[src/rtl/ustep_pkg.sv]
package ustep_pkg;

    localparam int PHASE_W = 6;

    typedef logic [PHASE_W-1:0] phase_t;

    typedef enum logic [2:0] {
        SM_SIXTEENTH = 3'd0,
        SM_EIGHTH    = 3'd1,
        SM_QUARTER   = 3'd2,
        SM_HALF      = 3'd3,
        SM_FULL      = 3'd4
    } step_mode_e;

    // Step size minus one for a mode code; unused codes act as finest.
    function automatic phase_t step_mask(input logic [2:0] mode);
        case (mode)
            SM_EIGHTH:  return phase_t'(1);
            SM_QUARTER: return phase_t'(3);
            SM_HALF:    return phase_t'(7);
            SM_FULL:    return phase_t'(15);
            default:    return phase_t'(0);
        endcase
    endfunction

    // Offset of the legal grid: full step sits half a step off zero.
    function automatic phase_t grid_offset(input logic [2:0] mode);
        return (mode == SM_FULL) ? phase_t'(8) : phase_t'(0);
    endfunction

    // Next legal position in the step direction; snaps when off-grid.
    function automatic phase_t next_pos(input phase_t pos,
                                        input logic [2:0] mode,
                                        input logic down);
        phase_t msk;
        phase_t off;
        phase_t rel;
        phase_t res;
        msk = step_mask(mode);
        off = grid_offset(mode);
        rel = pos - off;
        if (!down)
            res = (rel & ~msk) + (msk + phase_t'(1));
        else
            res = (rel - phase_t'(1)) & ~msk;
        return res + off;
    endfunction

endpackage

[src/rtl/ustep_edge_sync.sv]
module ustep_edge_sync #(
    parameter int STAGES = 2
) (
    input  logic clk,
    input  logic rst,
    input  logic async_in,
    output logic rise_pulse
);
    logic [STAGES-1:0] chain;
    logic              last_q;

    generate
        for (genvar i = 0; i < STAGES; i++) begin : g_sync
            always_ff @(posedge clk) begin
                if (rst)
                    chain[i] <= 1'b0;
                else if (i == 0)
                    chain[i] <= async_in;
                else
                    chain[i] <= chain[(i > 0) ? i-1 : 0];
            end
        end
    endgenerate

    always_ff @(posedge clk) begin
        if (rst)
            last_q <= 1'b0;
        else
            last_q <= chain[STAGES-1];
    end

    assign rise_pulse = chain[STAGES-1] & ~last_q;


    single_pulse_chk: assert property (@(posedge clk) disable iff (rst)
        rise_pulse |=> !rise_pulse);

endmodule

[src/rtl/ustep_stage.sv]
module ustep_stage
    import ustep_pkg::*;
(
    input  logic       clk,
    input  logic       rst,
    input  logic       step_evt,
    input  logic [2:0] step_mode,
    input  logic       dir,
    input  logic       motor_en,
    input  logic       pin_mode,
    input  logic       wr_en,
    input  phase_t     wr_phase,
    input  logic       hold,
    input  logic       commit,
    output phase_t     staged,
    output logic       pending
);
    logic   pin_evt;
    logic   reg_evt;
    phase_t stepped;

    assign pin_evt = pin_mode & motor_en & ~hold & step_evt;
    assign reg_evt = ~pin_mode & wr_en & ~hold;
    assign stepped = next_pos(staged, step_mode, dir);

    always_ff @(posedge clk) begin
        if (rst) begin
            staged  <= '0;
            pending <= 1'b0;
        end else begin
            if (pin_evt)
                staged <= stepped;
            else if (reg_evt)
                staged <= wr_phase;
            if (pin_evt | reg_evt)
                pending <= 1'b1;
            else if (commit)
                pending <= 1'b0;
        end
    end


    disabled_motor_chk: assert property (@(posedge clk) disable iff (rst)
        (pin_mode && !motor_en) |=> $stable(staged));

    hold_stage_chk: assert property (@(posedge clk) disable iff (rst)
        hold |=> $stable(staged));

    full_grid_chk: assert property (@(posedge clk) disable iff (rst)
        (pin_evt && step_mode == SM_FULL) |=> (staged[3:0] == 4'd8));

    eighth_grid_chk: assert property (@(posedge clk) disable iff (rst)
        (pin_evt && step_mode == SM_EIGHTH) |=> !staged[0]);

    write_load_chk: assert property (@(posedge clk) disable iff (rst)
        (!pin_mode && wr_en && !hold) |=> (staged == $past(wr_phase)));

endmodule

[src/rtl/ustep_commit.sv]
module ustep_commit
    import ustep_pkg::*;
(
    input  logic   clk,
    input  logic   rst,
    input  logic   pwm_start,
    input  logic   hold,
    input  logic   pending,
    input  phase_t staged,
    output logic   commit,
    output phase_t phase_q
);
    assign commit = pwm_start & pending & ~hold;

    always_ff @(posedge clk) begin
        if (rst)
            phase_q <= '0;
        else if (commit)
            phase_q <= staged;
    end


    cycle_start_only_chk: assert property (@(posedge clk) disable iff (rst)
        !$stable(phase_q) |-> $past(pwm_start));

    hold_commit_chk: assert property (@(posedge clk) disable iff (rst)
        (pwm_start && hold) |=> $stable(phase_q));

endmodule

[src/rtl/ustep_phase_seq.sv]
module ustep_phase_seq
    import ustep_pkg::*;
#(
    parameter int SYNC_STAGES = 2
) (
    input  logic       clk,
    input  logic       rst,
    input  logic       step_in,
    input  logic [2:0] step_mode,
    input  logic       dir,
    input  logic       motor_en,
    input  logic       pin_mode,
    input  logic       wr_en,
    input  logic [5:0] wr_phase,
    input  logic       hold_on_stall_en,
    input  logic       stall_flag,
    input  logic       pwm_start,
    output logic [5:0] phase,
    output logic [5:0] rd_phase
);
    logic   step_evt;
    logic   hold;
    logic   commit;
    logic   pending;
    phase_t staged;
    phase_t phase_q;

    assign hold = hold_on_stall_en & stall_flag;

    ustep_edge_sync #(.STAGES(SYNC_STAGES)) u_sync (
        .clk        (clk),
        .rst        (rst),
        .async_in   (step_in),
        .rise_pulse (step_evt)
    );

    ustep_stage u_stage (
        .clk       (clk),
        .rst       (rst),
        .step_evt  (step_evt),
        .step_mode (step_mode),
        .dir       (dir),
        .motor_en  (motor_en),
        .pin_mode  (pin_mode),
        .wr_en     (wr_en),
        .wr_phase  (wr_phase),
        .hold      (hold),
        .commit    (commit),
        .staged    (staged),
        .pending   (pending)
    );

    ustep_commit u_commit (
        .clk       (clk),
        .rst       (rst),
        .pwm_start (pwm_start),
        .hold      (hold),
        .pending   (pending),
        .staged    (staged),
        .commit    (commit),
        .phase_q   (phase_q)
    );

    assign phase    = phase_q;
    assign rd_phase = phase_q;


    reset_zero_chk: assert property (@(posedge clk)
        $past(rst) |-> (phase == '0 && !pending));

endmodule

[config.mk]
export PLATFORM = sky130hd
export DESIGN_NAME = ustep_phase_seq
export DESIGN_NICKNAME = d
export VERILOG_FILES = /design/src/rtl/ustep_pkg.sv /design/src/rtl/ustep_edge_sync.sv /design/src/rtl/ustep_stage.sv /design/src/rtl/ustep_commit.sv /design/src/rtl/ustep_phase_seq.sv
export SDC_FILE = /design/constraint.sdc
export NUM_CORES = 1
export LEC_CHECK = 0
export BUFFER_PORTS_ARGS = -buffer_cell sky130_fd_sc_hd__buf_2
export CORE_MARGIN = 3
export CORE_UTILIZATION = 55
export CTS_BUF_LIST = sky130_fd_sc_hd__clkbuf_16
export CTS_CLUSTER_DIAMETER = 40
export CTS_CLUSTER_SIZE = 14
export DETAILED_ROUTE_END_ITERATION = 8
export PLACE_DENSITY = 0.83
export SLEW_MARGIN = 40
export SYNTH_ARGS = -nofsm -noshare
export SYNTH_HDL_FRONTEND = slang
export SYNTH_SLANG_ARGS = --single-unit
[constraint.sdc]
create_clock -name clk -period 5.2 [get_ports clk]
set_input_delay 0.52 -clock clk [delete_from_list [all_inputs] [get_ports clk]]
set_output_delay 0.52 -clock clk [all_outputs]
set_load 0.02 [all_outputs]
==> results_dict.tcl <==
set metrics [dict create \
    outcome "completed" \
    syn_inst 134 \
    drt_iter0_drc 30 \
    max_stage_delay_ns 0.36 \
    path_class "input port to flip-flop" \
    yosysTopAreaCell "dfxtp_1" \
    cap_violations 0 \
    via_per_inst 5.74 \
    skew_ns 0.00127 \
    worst_pin_slew_ns 0.426 \
    die_x_um 51.4 \
    syn_nets 164 \
    antenna_found_initial 0 \
    core_area_mm2 0.00184 \
    grt_pass1_wl_mm 4.27 \
    finalWeightedCongestion 0.919 \
    synth-main-ff-cell "dfxtp_1" \
    ys_ff_latch 16 \
    rows 15 \
    layout_worst_path_cycle_share_pct 60.3 \
    max_slew_margin_pct 71.5 \
    fin_setup_tns_ns 0 \
    clk_pin_slew_ns 0.05 \
    crit_arrival_ns 3.27 \
    async_reset_ff_share_pct 0 \
    rsz0062_at_grt "false" \
    clock_sinks 16 \
    synth_top_family_by_area "simple AND/OR/NAND/NOR gates" \
    cp-end-kind "flip-flop" \
    synth_top_area_share_pct 28.3 \
    clk_latency_ns 0.24 \
    netlist_area_mm2 0.00113 \
    routed.top_layer "met4" \
    ios 31 \
    synth-compound-area-share_pct 13.7 \
    cp_max_fo 6 \
    peakVddDrop_mv 0.272 \
    place_area_mm2 0.00125 \
    min_period_ns 3.13 \
    grt_max_degree 17 \
    ys_warn_count 0 \
    n_fill_cell 162 \
    area_growth_pct 16.6 \
    timing.fmax_mhz 319 \
    hold_class "flip-flop to flip-flop" \
    antenna_cells 0 \
    drtAntennaViolNets 0 \
    yosys.area_share.simple_pct 23.6 \
    hpwl_mm 1.97 \
    drv_slew 0 \
    wl_met1_mm 1.10 \
    setup_viol 0 \
    numCtsBuffers 3 \
    root_buffer "clkbuf_16" \
    wl_met3_um 169 \
    routed_wl_mm 2.57 \
    muxShareOfSynthArea_pct 6.29 \
    rrSetupSlack_ns 2.41 \
    hold_buffers 0 \
    drive_gt1_share_pct 23.6 \
    crit_chain "buf_2 > nor2b_1 > and2_1 > nor2_1 > and2_1 > ha_1 > a21o_1 > a21oi_1 > xor2_1 > o21ai_0 > ha_1 > xor2_1 > xnor2_1 > xnor2_1 > a221oi_1" \
    cts_resized 0 \
    grt_pass1_vias 950 \
    critPathBufInv 1 \
    grt_overflow 0 \
    initial_core_util_pct 61.6 \
    critPathSlowestCell "ha_1" \
    synth.area.top_cells "dfxtp_1, ha_1, mux2i_1, xnor2_1, nor2_1" \
    start_kind "input port" \
    cts_setup_buffers 0 \
    cts_tree "yes" \
    leakage_uw 0.000620 \
    routedWlPerCell_um 14.1 \
    hold_viol 0 \
    finalInstanceArea_mm2 0.00132 \
    drc 0 \
    fin_util_pct 71.8 \
    wl_met2_mm 1.29 \
    synthXorXnorAreaFrac_pct 6.95 \
    drt_pass1_iterations 4 \
    synth.distinct_cells 39 \
    grtUsageTotal_pct 21.4 \
    synth_edf_count 0 \
    portBuffers 30 \
    syn-mean-instance-area_um2 8.46 \
    h-tree-depth 1 \
    final_nets 189 \
    dieArea_mm2 0.00264 \
    synth_fa_ha_area_share_pct 12.8 \
    cp.required_ns 5.34 \
    p_per_area_mw_per_mm2 255 \
    cts_buffer_depth 2 \
    num_vias 1044 \
    critPathTopFamily "compound AO/OA/AOI/OAI gates" \
    ys_seq_area_share_pct 28.3 \
    die_h_um 51.4 \
]
==> state kept, by name (all words and copies together), names as in the netlist <==
signal / count
u_sync.chain: 2
u_stage.staged: 6
u_stage.pending: 1
u_commit.phase_q: 6
u_sync.last_q: 1
==> cells by family (layout without fill, tap and decap cells) <==
| family | Yosys count | after routing |
|---|---|---|
| buffers and inverters | 17 | 40 |
| XOR/XNOR | 9 | 9 |
| AND/OR/NAND/NOR | 52 | 52 |
| flip-flops | 16 | 16 |
| multiplexers | 7 | 7 |
| AO/OA/AOI/OAI | 22 | 22 |
| adder cells (fa/ha/maj) | 11 | 11 |
==> worst paths after layout <==
check | start | depth (start not counted) | endpoint
setup / recovery | step_mode[1] | 15 | u_stage.staged[5]
hold / removal | u_sync.chain[0] | 1 | u_sync.chain[1]
setup reg to reg | u_stage.staged[3] | 12 | u_stage.staged[5]
hold reg to reg | u_sync.chain[0] | 1 | u_sync.chain[1]
==> power breakdown <==
group          internal, uW  total [uW]  switching, uW
registers               127         131           3.77
clock network           100         143           42.5
logic                  28.4        63.4           35.0
==> cell type report <==
cell class	count	area (um^2)	area share [%]
repair buffers	30	150	11.4
flip-flops and latches	16	320	24.2
multi-input cells	101	718	54.4
inverters	7	26.3	1.99
well taps	25	31.3	2.37
clock buffers	3	75.1	5.68
==> placed cells by master (no fill, tap or decap) <==
cell and count:
a211oi_1 1, a211oi_2 1, a21o_1 1, a21oi_1 6, a221oi_1 1, a22oi_1 2
a311oi_1 4, a31oi_1 1, and2_1 2, and2_4 1, and3_1 1, and3b_1 1
and4_1 1, buf_2 30, clkbuf_16 3, dfxtp_1 16, fa_1 1, ha_1 10
inv_1 7, mux2_2 1, mux2i_1 6, nand2_1 9, nand2b_1 1, nand3_1 7
nand3b_1 1, nand4_1 3, nor2_1 13, nor2b_1 7, nor3_1 3, nor3b_1 1
o21ai_0 2, o21ai_1 1, o21ai_2 1, o2bb2ai_1 1, or3_1 1, xnor2_1 6
xor2_1 3
==> per-stage QoR <==
stage	cells	hold slack, ns	power (uW)	setup slack (ns)
6_report	182	0.449	337	2.07
5_1_grt	182	0.468	351	1.78
4_1_cts	182	0.459	340	2.05
3_5_place_dp	179	0.444	195	1.83
3_3_place_gp	179	0.447	193	2.00
2_1_floorplan	134	0.414	178	2.26
==> synth_stat cells, drive strengths merged, types with 2 or more instances <==
master / number
inv: 7
nor2: 13
xor2: 3
and2: 3
a22oi: 2
o21ai: 4
nand2: 9
a21oi: 6
a211oi: 2
a311oi: 4
nor3: 3
mux2i: 6
ha: 10
dfxtp: 16
nor2b: 7
clkbuf: 2
nand4: 3
xnor2: 6
nand3: 7
buf: 8
==> layer usage <==
metal  up-vias  global-route usage (%)
li1        515                       -
met1       491                    27.0
met2        36                    37.1
met3         2                    5.54
met4         0                    2.62
met5         -                       0
==> worst register-to-register path, delay by kind of cell, from the launching register on <==
family | cells | cell delay (ns)
adder cells (fa/ha/maj) | 4 | 1.06
buffers and inverters | 2 | 0.13
flip-flops | 1 | 0.39
XOR/XNOR | 4 | 0.62
AO/OA/AOI/OAI | 2 | 0.49
(Power assumes the default switching activity.)
